File: config.mk
export PLATFORM = sky130hd
export DESIGN_NAME = dwr_target_ctrl
export DESIGN_NICKNAME = d
export VERILOG_FILES = /design/src/rtl/dwt_pkg.sv /design/src/rtl/dwt_fifo.sv /design/src/rtl/dwt_discard_timer.sv /design/src/rtl/dwr_target_ctrl.sv
export SDC_FILE = /design/constraint.sdc
export NUM_CORES = 1
export LEC_CHECK = 0
export ABC_AREA = 1
export ABC_CLOCK_PERIOD_IN_PS = 4200
export BUFFER_PORTS_ARGS = -buffer_cell sky130_fd_sc_hd__buf_2
export CORE_MARGIN = 2
export CORE_UTILIZATION = 58
export CTS_CLUSTER_DIAMETER = 100
export DETAILED_ROUTE_END_ITERATION = 7
export GPL_TIMING_DRIVEN = 0
export HOLD_SLACK_MARGIN = 0.03
export PLACE_DENSITY_LB_ADDON = 0.08
export SLEW_MARGIN = 20
export SYNTH_ARGS = -nofsm -noshare
export SYNTH_HDL_FRONTEND = slang
export SYNTH_SLANG_ARGS = --single-unit
File: constraint.sdc
create_clock -name clk -period 4.2 [get_ports clk]
set_clock_uncertainty 0.1 [all_clocks]
set_input_delay 0.21 -clock clk [delete_from_list [all_inputs] [get_ports clk]]
set_output_delay 0.21 -clock clk [all_outputs]
set_load 0.05 [all_outputs]
File: src/rtl/dwt_pkg.sv
package dwt_pkg;
  localparam logic [3:0] CMD_IO_WR  = 4'h3;
  localparam logic [3:0] CMD_MEM_WR = 4'h7;

  typedef enum logic [2:0] {
    ST_IDLE,
    ST_ND_BUS,
    ST_ND_DRAIN,
    ST_DW_REQ,
    ST_DW_CMP
  } tgt_state_e;

  typedef enum logic [2:0] {
    RSP_NONE,
    RSP_ACCEPT,
    RSP_RETRY,
    RSP_DISC_NODATA,
    RSP_DISC_DATA
  } rsp_e;
endpackage

File: src/rtl/dwt_fifo.sv
module dwt_fifo #(
  parameter int W     = 8,
  parameter int DEPTH = 4
) (
  input  logic         clk,
  input  logic         rst_n,
  input  logic         push,
  input  logic [W-1:0] din,
  input  logic         pop,
  input  logic         clr,
  output logic [W-1:0] dout,
  output logic         empty,
  output logic         full
);
  localparam int AW = (DEPTH > 1) ? $clog2(DEPTH) : 1;
  localparam int CW = AW + 1;
  localparam logic [AW-1:0] LAST_IDX = AW'(DEPTH - 1);
  localparam logic [CW-1:0] FULL_CNT = CW'(DEPTH);

  logic [W-1:0]  mem [DEPTH];
  logic [AW-1:0] rd_q, rd_n, wr_q, wr_n;
  logic [CW-1:0] cnt_q, cnt_n;
  logic          do_push, do_pop;

  assign empty   = (cnt_q == '0);
  assign full    = (cnt_q == FULL_CNT);
  assign do_push = push && !full && !clr;
  assign do_pop  = pop && !empty && !clr;
  assign dout    = mem[rd_q];

  always_comb begin
    rd_n  = rd_q;
    wr_n  = wr_q;
    cnt_n = cnt_q;
    if (clr) begin
      rd_n  = '0;
      wr_n  = '0;
      cnt_n = '0;
    end else begin
      if (do_push) wr_n = (wr_q == LAST_IDX) ? '0 : wr_q + 1'b1;
      if (do_pop)  rd_n = (rd_q == LAST_IDX) ? '0 : rd_q + 1'b1;
      cnt_n = cnt_q + CW'(do_push) - CW'(do_pop);
    end
  end

  always_ff @(posedge clk or negedge rst_n) begin
    if (!rst_n) begin
      rd_q  <= '0;
      wr_q  <= '0;
      cnt_q <= '0;
    end else begin
      rd_q  <= rd_n;
      wr_q  <= wr_n;
      cnt_q <= cnt_n;
    end
  end

  always_ff @(posedge clk) begin
    if (do_push) mem[wr_q] <= din;
  end


  fifo_no_overflow_chk: assert property (@(posedge clk) disable iff (!rst_n)
    (push && !clr) |-> !full);
endmodule

File: src/rtl/dwt_discard_timer.sv
module dwt_discard_timer #(
  parameter int TW = 15
) (
  input  logic clk,
  input  logic rst_n,
  input  logic start,
  input  logic run,
  output logic hit
);
  localparam logic [TW-1:0] LIMIT = {{(TW-1){1'b1}}, 1'b0};

  logic [TW-1:0] cnt_q, cnt_n;
  logic          cnt_en;

  assign cnt_en = start || run;

  always_comb begin
    cnt_n = start ? '0 : cnt_q + 1'b1;
  end

  always_ff @(posedge clk or negedge rst_n) begin
    if (!rst_n)      cnt_q <= '0;
    else if (cnt_en) cnt_q <= cnt_n;
  end

  assign hit = run && (cnt_q == LIMIT);


  timer_restart_chk: assert property (@(posedge clk) disable iff (!rst_n)
    start |=> !hit);
endmodule

File: src/rtl/dwr_target_ctrl.sv
module dwr_target_ctrl
  import dwt_pkg::*;
#(
  parameter int DATA_W = 32,
  parameter int ADDR_W = 32,
  parameter int WDEPTH = 4,
  parameter int ADEPTH = 2,
  parameter int TMR_W  = 15
) (
  input  logic                clk,
  input  logic                rst_n,
  input  logic                delay_mode_n,
  input  logic                ph_valid,
  input  logic                ph_first,
  input  logic                ph_last,
  input  logic [3:0]          ph_cmd,
  input  logic [ADDR_W-1:0]   ph_addr,
  input  logic [DATA_W-1:0]   ph_data,
  input  logic [DATA_W/8-1:0] ph_be,
  output logic                bus_accept,
  output logic                bus_retry,
  output logic                bus_disc_nodata,
  output logic                bus_disc_data,
  input  logic                usr_wpop,
  output logic                usr_wvalid,
  output logic [DATA_W-1:0]   usr_wdata,
  output logic [DATA_W/8-1:0] usr_wbe,
  input  logic                usr_apop,
  output logic                usr_avalid,
  output logic [3:0]          usr_acmd,
  output logic [ADDR_W-1:0]   usr_aaddr,
  output logic                treq_n,
  output logic                tmr_expired
);
  localparam int BE_W = DATA_W / 8;
  localparam int WQ_W = DATA_W + BE_W;
  localparam int AQ_W = ADDR_W + 4;

  // reset: asynchronous assert, synchronous release
  logic [1:0] rs_q;
  logic       rst_sync_n;
  always_ff @(posedge clk or negedge rst_n) begin
    if (!rst_n) rs_q <= '0;
    else        rs_q <= {rs_q[0], 1'b1};
  end
  assign rst_sync_n = rs_q[1];

  tgt_state_e state_q, state_n;
  rsp_e       rsp;

  logic [3:0]        m_cmd_q;
  logic [ADDR_W-1:0] m_addr_q;
  logic [DATA_W-1:0] m_data_q;
  logic [BE_W-1:0]   m_be_q;

  logic is_wr, is_dly, claim, req_match, cmp_hit;
  logic wpush, apush, qclr, latch, tmr_hit, busy, expire;
  logic wempty, wfull, aempty, afull;

  assign is_wr     = (ph_cmd == CMD_IO_WR) || (ph_cmd == CMD_MEM_WR);
  assign is_dly    = (ph_cmd == CMD_IO_WR) && !delay_mode_n;
  assign claim     = ph_valid && is_wr;
  assign req_match = (ph_cmd == m_cmd_q) && (ph_addr == m_addr_q) &&
                     (ph_data == m_data_q) && (ph_be == m_be_q);
  assign cmp_hit   = (state_q == ST_DW_CMP) && claim && is_dly && req_match;
  assign busy      = (state_q == ST_DW_REQ) || (state_q == ST_DW_CMP);
  assign expire    = tmr_hit && !cmp_hit;

  always_comb begin
    state_n = state_q;
    rsp     = RSP_NONE;
    wpush   = 1'b0;
    apush   = 1'b0;
    qclr    = 1'b0;
    latch   = 1'b0;
    unique case (state_q)
      ST_IDLE: begin
        if (claim) begin
          if (!ph_first || afull) begin
            rsp = RSP_RETRY;
          end else if (is_dly) begin
            rsp     = RSP_RETRY;
            wpush   = 1'b1;
            apush   = 1'b1;
            latch   = 1'b1;
            state_n = ST_DW_REQ;
          end else begin
            rsp     = RSP_ACCEPT;
            wpush   = 1'b1;
            apush   = 1'b1;
            state_n = ph_last ? ST_ND_DRAIN : ST_ND_BUS;
          end
        end
      end
      ST_ND_BUS: begin
        if (claim) begin
          if (wfull) begin
            rsp     = RSP_DISC_NODATA;
            state_n = ST_ND_DRAIN;
          end else begin
            rsp   = RSP_ACCEPT;
            wpush = 1'b1;
            if (ph_last) state_n = ST_ND_DRAIN;
          end
        end
      end
      ST_ND_DRAIN: begin
        if (claim)  rsp = RSP_RETRY;
        if (wempty) state_n = ST_IDLE;
      end
      ST_DW_REQ: begin
        if (claim) rsp = RSP_RETRY;
        if (expire) begin
          qclr    = 1'b1;
          state_n = ST_IDLE;
        end else if (wempty) begin
          state_n = ST_DW_CMP;
        end
      end
      ST_DW_CMP: begin
        if (cmp_hit) begin
          rsp     = RSP_DISC_DATA;
          qclr    = 1'b1;
          state_n = ST_IDLE;
        end else begin
          if (claim) rsp = RSP_RETRY;
          if (expire) begin
            qclr    = 1'b1;
            state_n = ST_IDLE;
          end
        end
      end
      default: state_n = ST_IDLE;
    endcase
  end

  always_ff @(posedge clk or negedge rst_sync_n) begin
    if (!rst_sync_n) state_q <= ST_IDLE;
    else             state_q <= state_n;
  end

  always_ff @(posedge clk or negedge rst_sync_n) begin
    if (!rst_sync_n) begin
      m_cmd_q  <= '0;
      m_addr_q <= '0;
      m_data_q <= '0;
      m_be_q   <= '0;
    end else if (latch) begin
      m_cmd_q  <= ph_cmd;
      m_addr_q <= ph_addr;
      m_data_q <= ph_data;
      m_be_q   <= ph_be;
    end
  end

  assign bus_accept      = (rsp == RSP_ACCEPT);
  assign bus_retry       = (rsp == RSP_RETRY);
  assign bus_disc_nodata = (rsp == RSP_DISC_NODATA);
  assign bus_disc_data   = (rsp == RSP_DISC_DATA);
  assign treq_n          = (state_q == ST_IDLE);
  assign tmr_expired     = busy && expire;

  logic [WQ_W-1:0] wq_out;
  logic [AQ_W-1:0] aq_out;

  dwt_fifo #(.W(WQ_W), .DEPTH(WDEPTH)) u_wq (
    .clk(clk), .rst_n(rst_sync_n), .push(wpush), .din({ph_be, ph_data}),
    .pop(usr_wpop), .clr(qclr), .dout(wq_out), .empty(wempty), .full(wfull));

  dwt_fifo #(.W(AQ_W), .DEPTH(ADEPTH)) u_aq (
    .clk(clk), .rst_n(rst_sync_n), .push(apush), .din({ph_cmd, ph_addr}),
    .pop(usr_apop), .clr(qclr), .dout(aq_out), .empty(aempty), .full(afull));

  dwt_discard_timer #(.TW(TMR_W)) u_tmr (
    .clk(clk), .rst_n(rst_sync_n), .start(latch), .run(busy), .hit(tmr_hit));

  assign {usr_wbe, usr_wdata} = wq_out;
  assign {usr_acmd, usr_aaddr} = aq_out;
  assign usr_wvalid = !wempty;
  assign usr_avalid = !aempty;


  resp_onehot_chk: assert property (@(posedge clk) disable iff (!rst_sync_n)
    $onehot0({bus_accept, bus_retry, bus_disc_nodata, bus_disc_data}));


  nodata_when_full_chk: assert property (@(posedge clk) disable iff (!rst_sync_n)
    bus_disc_nodata |-> (wfull && !wpush));


  dwr_retry_chk: assert property (@(posedge clk) disable iff (!rst_sync_n)
    (claim && !treq_n && !wempty && !busy == 1'b0 && state_q == ST_DW_REQ) |-> bus_retry);


  cmp_clear_chk: assert property (@(posedge clk) disable iff (!rst_sync_n)
    bus_disc_data |=> (treq_n && !usr_wvalid && !usr_avalid));


  expire_idle_chk: assert property (@(posedge clk) disable iff (!rst_sync_n)
    tmr_expired |=> (treq_n && !usr_wvalid && !usr_avalid && !tmr_expired));


  latch_treq_chk: assert property (@(posedge clk) disable iff (!rst_sync_n)
    (treq_n && bus_retry && wpush) |=> (!treq_n && usr_wvalid));
endmodule

* Word-level counts from Yosys, hierarchy flattened
Memories as Yosys holds them, arrays and structs flattened. Cells that the tools add are included.
Storage, ports and cells: register bits 103, memory bits (writable) 216, input port bits 80, output and inout port bits 80, memories kept 2
Cells by class: $add $sub $neg 9, equality and inequality tests 26, muxes and demuxes 53, reduce and logical (&&, ||, !) cells 40
Memory list:
- u_wq.mem | depth 4, bits a word 36, read ports 1, clocked after memory_dff 0, write ports 1, RTL line dwt_fifo.sv:20 | logic [W-1:0] mem [DEPTH];
- u_aq.mem | depth 2, bits a word 36, read ports 1, clocked after memory_dff 0, write ports 1, RTL line dwt_fifo.sv:20
Operators by type and width (count):
- equality test 32 bit | 2
- two-way mux 3 bit | 12
- two-way mux 2 bit | 15
- two-way mux 1 bit | 21
- logical AND 1 bit | 19
- adder 15 x 1 -> 15 bit, second input constant | 1
- equality test 15 bit, second input constant | 1
- two-way mux 15 bit | 1
- one-hot mux 3 bit (5 select lines) | 1
- equality test 3 x 2 -> 1 bit, second input constant | 4
- one-hot mux 3 bit (4 select lines) | 1
- equality test 3 bit, second input constant | 3
- equality test 4 bit | 2
- zero test 1 bit | 8
- nonzero test 2 bit | 4
- AND reduction 7 bit | 1
- equality test 2 bit, second input constant | 3
- equality test 3 x 1 -> 1 bit, second input constant | 2
- zero test 3 bit | 2
- inequality test 3 x 2 -> 1 bit, second input constant | 2
- adder 2 x 1 -> 2 bit, second input constant | 2
- equality test 4 x 2 -> 1 bit, second input constant | 1
- equality test 4 x 3 -> 1 bit, second input constant | 1
- logical OR 1 bit | 4
- other kinds (11) | 15

* Depth between registers and ports, before layout
word-level depth 16, depth in mapped cells 18

* Hierarchy
A second synthesis with hierarchy kept.
Unflattened totals: cells, all modules 1547, area total of the unflattened synthesis 14808.0 um2
By module, submodules not included:
- dwt_fifo at u_wq | instances 1, cells an instance 483, area each 6278.5 um2, sequential area each 4499.3 um2
- dwr_target_ctrl | instances 1, cells an instance 720, area each 4767.1 um2, sequential area each 1926.8 um2
- dwt_fifo at u_aq | instances 1, cells an instance 224, area each 2890.3 um2, sequential area each 2262.2 um2
- dwt_discard_timer | instances 1, cells an instance 120, area each 872.1 um2, sequential area each 375.4 um2

* Worst setup path after synthesis
Ideal clock, no wire load.
path type register to register, from register state_q[0], to memory u_wq.mem[0][0] (netlist bit), enable pin, library setup time 0.429 ns, data arrival time 2.951 ns, required time 3.671 ns, slack 0.720 ns, stages on the path, launching flop included 8, period minus slack after synthesis 3.480 ns, cell sequence dfrtp_1 -> nor2_2 -> nand2_1 -> inv_1 -> nand2_2 -> nand2_1 -> nand3_1 -> nor2_1
Between the ends: elaborated cells between the ends (all ways) 20
RTL lines:
- start: declaration | RTL line dwr_target_ctrl.sv:48 | tgt_state_e state_q, state_n;
- start signal: assignment | RTL line dwr_target_ctrl.sv:139 | else state_q <= state_n;
- zero test 3 bit
- named net treq_n | RTL line dwr_target_ctrl.sv:32 | output logic treq_n,
- one-hot mux 1 bit (2 select lines) | RTL line dwr_target_ctrl.sv:76 | unique case (state_q)
- logical AND 1 bit (2 in series) | RTL line dwt_fifo.sv:27 | assign do_push = push && !full && !clr;
- two-way mux 1 bit | RTL line dwt_fifo.sv:59 | if (do_push) mem[wr_q] <= din;
- two-way mux 1 bit (implied by the code) | RTL line dwt_fifo.sv:59
- end: declaration | RTL line dwt_fifo.sv:20
The timed path passes the listed nets, and every way through them passes these cells.

* Worst setup path after layout
from register u_wq.rd_q[0], to output port usr_wdata[31]
Between the ends: cells in the longest elaborated chain, start to end 1
RTL lines:
- start: declaration | RTL line dwt_fifo.sv:21 | logic [AW-1:0] rd_q, rd_n, wr_q, wr_n;
- start signal: assignment | RTL line dwt_fifo.sv:52 | rd_q <= rd_n;
- memory read (4 x 36 bit)
- end: declaration | RTL line dwr_target_ctrl.sv:26 | output logic [DATA_W-1:0] usr_wdata,
Every way passes these cells.

==> results.ini <==
[outcome]
outcome = finished clean

[place]
dp.cells = 1781
io_buffers = 159
place_congestion = 0.852
dp_hpwl_mm = 22.5

[final_layout]
area_delta_synth_final_pct = 24.1
antennaDiodeCount = 0
layoutNonFillerInstCount = 1922
nFillCells = 1695
nets = 1668
layout-drive-gt1-share_pct = 18.7

[global_routing]
grt_max_degree = 43
track_usage_pct = 27.5
grt_pass1_wl_mm = 52.0
antenna_found_initial = 0
first_global_vias = 9938
grt_overflow_total = 0

[synth]
syn_area_sq_mm = 0.0137
synth_simple_gate_area_share_pct = 15.2
syn_avg_cell_area_sq_um = 10.6
synth.area.mux_share_pct = 2.96
seq_area_frac_synth_pct = 66.2
ys.warnings.count = 0
synth_compound_area_share_pct = 7.52
synth_top_family_by_area = simple AND/OR/NAND/NOR gates
synth_cell_types = 42
syn_inst = 1294
synth_seq_cells = 319
synth_fp_nets = 1386
synth-xor-area-share_pct = 1.60
synthAdderAreaFrac_pct = 1.15

[sta]
worst_pin_slew_ns = 0.839
fin_crit_sh_pct = 73.8
hold_viol = 0
max_freq_ghz = 0.323
whs_ns = 0.141
max-slew-margin-rel_pct = 44.1
fin_crit_ns = 3.10
finalSetupTns_ns = 0
grt_setup_unrepaired = false
report.final.slew_viol_count = 0
finalSetupViolCount = 0

[floorplanning]
num_rows = 56
die_y_microns = 158
die_area_sq_mm = 0.0249
io_pins = 160
die_width_microns = 158
initial_core_util_pct = 58.7
coreArea_sq_mm = 0.0233

[drt]
route.detailed.drc = 0
final_antenna_net_count = 0
drtIter0Drc = 771
via_per_inst = 5.25
routed_wl_mm = 33.8
post_drt_wl_per_cell_microns = 17.6
vias = 10100
firstDrtPassIters = 5

[setup_path]
critical_path_arrival_ns = 2.79
cp_max_fo = 10
crit_path_end = usr_wdata[31]
critPathKind = flop to primary output
reg2reg_depth = 15
r2r_slack_ns = 1.14
startpoint = u_wq.rd_q[0]$_DFFE_PN0P_
worstPathRequired_ns = 3.89
r2r-end = u_wq.cnt_q[2]$_DFF_PN0_
critPathLaunchType = flop
rr_startpoint = m_data_q[21]$_DFFE_PN0P_
worstSetupEndpointType = primary output

[cts]
clkSinkCount = 319
insertion_delay_ns = 0.52
clockRootBuffer = clkbuf_16
clk_path_buf_depth = 3
cts_tree = built
cts_made_buffers = 35
post_cts_buffers = 0
clk_pin_slew_ns = 0.06
ctsHtreeMaxLevel = 2

[hold_path]
min_path_type = flop to async pin

[run]
maxCapViolCount = 0

[pwr]
leakagePower_nw = 7.36
power_density_mw_per_mm2 = 585
worst_ir_drop_vdd_uv = 422

repair_timing:
action | CTS | global route
resized for setup | 0 | 0
hold endpoints to repair | 291 | 0
hold buffers | 77 | 0
per-layer routing:
layer	vias up	routed length [microns]	track usage, %
met5	-	0	0
met2	356	16400	45.7
met4	0	747	8.27
li1	4843	-	-
met1	4835	14500	38.0
met3	56	2120	4.11
cell type report:
class                   count  area (sq um)  area share [%]
well taps                 319           399            2.35
clock buffers              48           955            5.61
flip-flops and latches    319          9070            53.3
inverters                 146           548            3.22
repair buffers            245          1770            10.4
multi-input cells         786          3940            23.2
plain buffers              43           189            1.11
clock inverters            16           134           0.787
power breakdown:
part	internal, mW	leakage, nW	switching, mW
combinational	0.878	3.74	2.51
clock	1.72	0.536	1.22
sequential	3.50	3.08	0.114
total	6.10	7.36	3.85
state kept, by name (all words and copies together) (netlist names):
signal and flops:
u_aq.wr_q 1, u_aq.cnt_q 2, u_wq.rd_q 2, m_be_q 4
u_wq.cnt_q 3, rs_q 2, m_addr_q 32, u_tmr.cnt_q 15
m_data_q 32, u_wq.wr_q 2, m_cmd_q 4, u_aq.mem 72
state_q 3, u_aq.rd_q 1, u_wq.mem 144
kinds of logic (layout without fill, tap and decap cells):
| group | Yosys count | after routing |
|---|---|---|
| and+or+nand+nor | 521 | 521 |
| muxes | 36 | 36 |
| xor gates and xnor gates | 25 | 25 |
| other | 1 | 1 |
| buffers and inverters | 189 | 498 |
| adders and majority gates | 12 | 12 |
| AOI/OAI and AO/OA | 191 | 191 |
| DFF | 319 | 319 |
through the flow:
stage,util (%),setup slack [ns],power [mW],area [sq um]
4_1_cts,72.9,1.08,9.99,17000
3_3_place_gp,63.8,-0.397,6.91,14900
3_5_place_dp,64.9,1.13,7.00,15100
5_1_grt,72.9,0.946,10.4,17000
6_report,72.9,1.10,9.95,17000
2_1_floorplan,-,0.720,6.10,13700
how the worst min path moves through the flow:
stage | from | to | slack [ns] | cells after the start
2_1_floorplan | rst_n | rs_q[0]$_DFF_PN0_ | -0.19 | 0
3_3_place_gp | rst_n | rs_q[0]$_DFF_PN0_ | -0.10 | 1
3_5_place_dp | rst_n | rs_q[0]$_DFF_PN0_ | -0.10 | 1
4_1_cts | delay_mode_n | state_q[0]$_DFFE_PN0P_ | 0.12 | 8
5_1_grt | rs_q[1]$_DFF_PN0_ | m_data_q[9]$_DFFE_PN0P_ | 0.17 | 0
6_report | rs_q[1]$_DFF_PN0_ | u_tmr.cnt_q[4]$_DFFE_PN0P_ | 0.14 | 0
critical path, stage by stage (launching register included):
cell and delay [ns]:
dfrtp_1 0.44, clkbuf_1 0.42, clkinv_1 0.43, clkbuf_1 0.34, o21ai_0 0.25, o22ai_1 0.15, buf_2 0.24
layout by cell type (no fill, tap or decap), types with 8 or more instances in the layout:
cell,Yosys,layout
o21ai_0,129,129
nand2_1,323,323
clkinv_1,2,8
xnor2_1,11,11
nand3_1,8,8
inv_1,140,140
xor2_1,14,14
nor3_1,10,10
ha_1,11,11
buf_2,16,175
nor2_1,158,152
dlygate4sd3_1,0,77
a21oi_1,9,9
o22ai_1,36,36
clkbuf_16,0,35
edfxtp_1,216,216
mux2_2,36,36
clkbuf_1,23,33
dfrtp_1,103,102
cells in the mapped netlist:
library cell | number | share of area (%)
a211oi_1 | 1 | 0.055
a21oi_1 | 9 | 0.33
a21oi_2 | 1 | 0.064
buf_1 | 3 | 0.082
buf_2 | 16 | 0.58
buf_6 | 1 | 0.082
clkbuf_1 | 23 | 0.63
clkinv_1 | 2 | 0.055
conb_1 | 1 | 0.027
dfrtp_1 | 103 | 19
edfxtp_1 | 216 | 47
fa_1 | 1 | 0.15
ha_1 | 11 | 1.0
inv_1 | 140 | 3.8
inv_2 | 4 | 0.11
mux2_2 | 36 | 3.0
nand2_1 | 323 | 8.9
nand2_2 | 5 | 0.23
nand3_1 | 8 | 0.29
nand3_2 | 2 | 0.15
nand3_4 | 1 | 0.13
nand3b_1 | 1 | 0.055
nand4_1 | 1 | 0.046
nand4_2 | 1 | 0.091
nor2_1 | 158 | 4.3
nor2_2 | 5 | 0.23
nor2_4 | 1 | 0.082
nor3_1 | 10 | 0.37
nor3_2 | 2 | 0.15
nor3_4 | 1 | 0.12
nor3b_1 | 1 | 0.055
o2111ai_1 | 1 | 0.064
o21a_1 | 2 | 0.11
o21ai_0 | 129 | 4.7
o21ai_1 | 7 | 0.26
o21bai_1 | 2 | 0.11
o221ai_1 | 1 | 0.064
o22ai_1 | 36 | 1.6
o31ai_1 | 2 | 0.11
or2_2 | 1 | 0.046
xnor2_1 | 11 | 0.70
xor2_1 | 14 | 0.90
(Power assumes the default switching activity.)
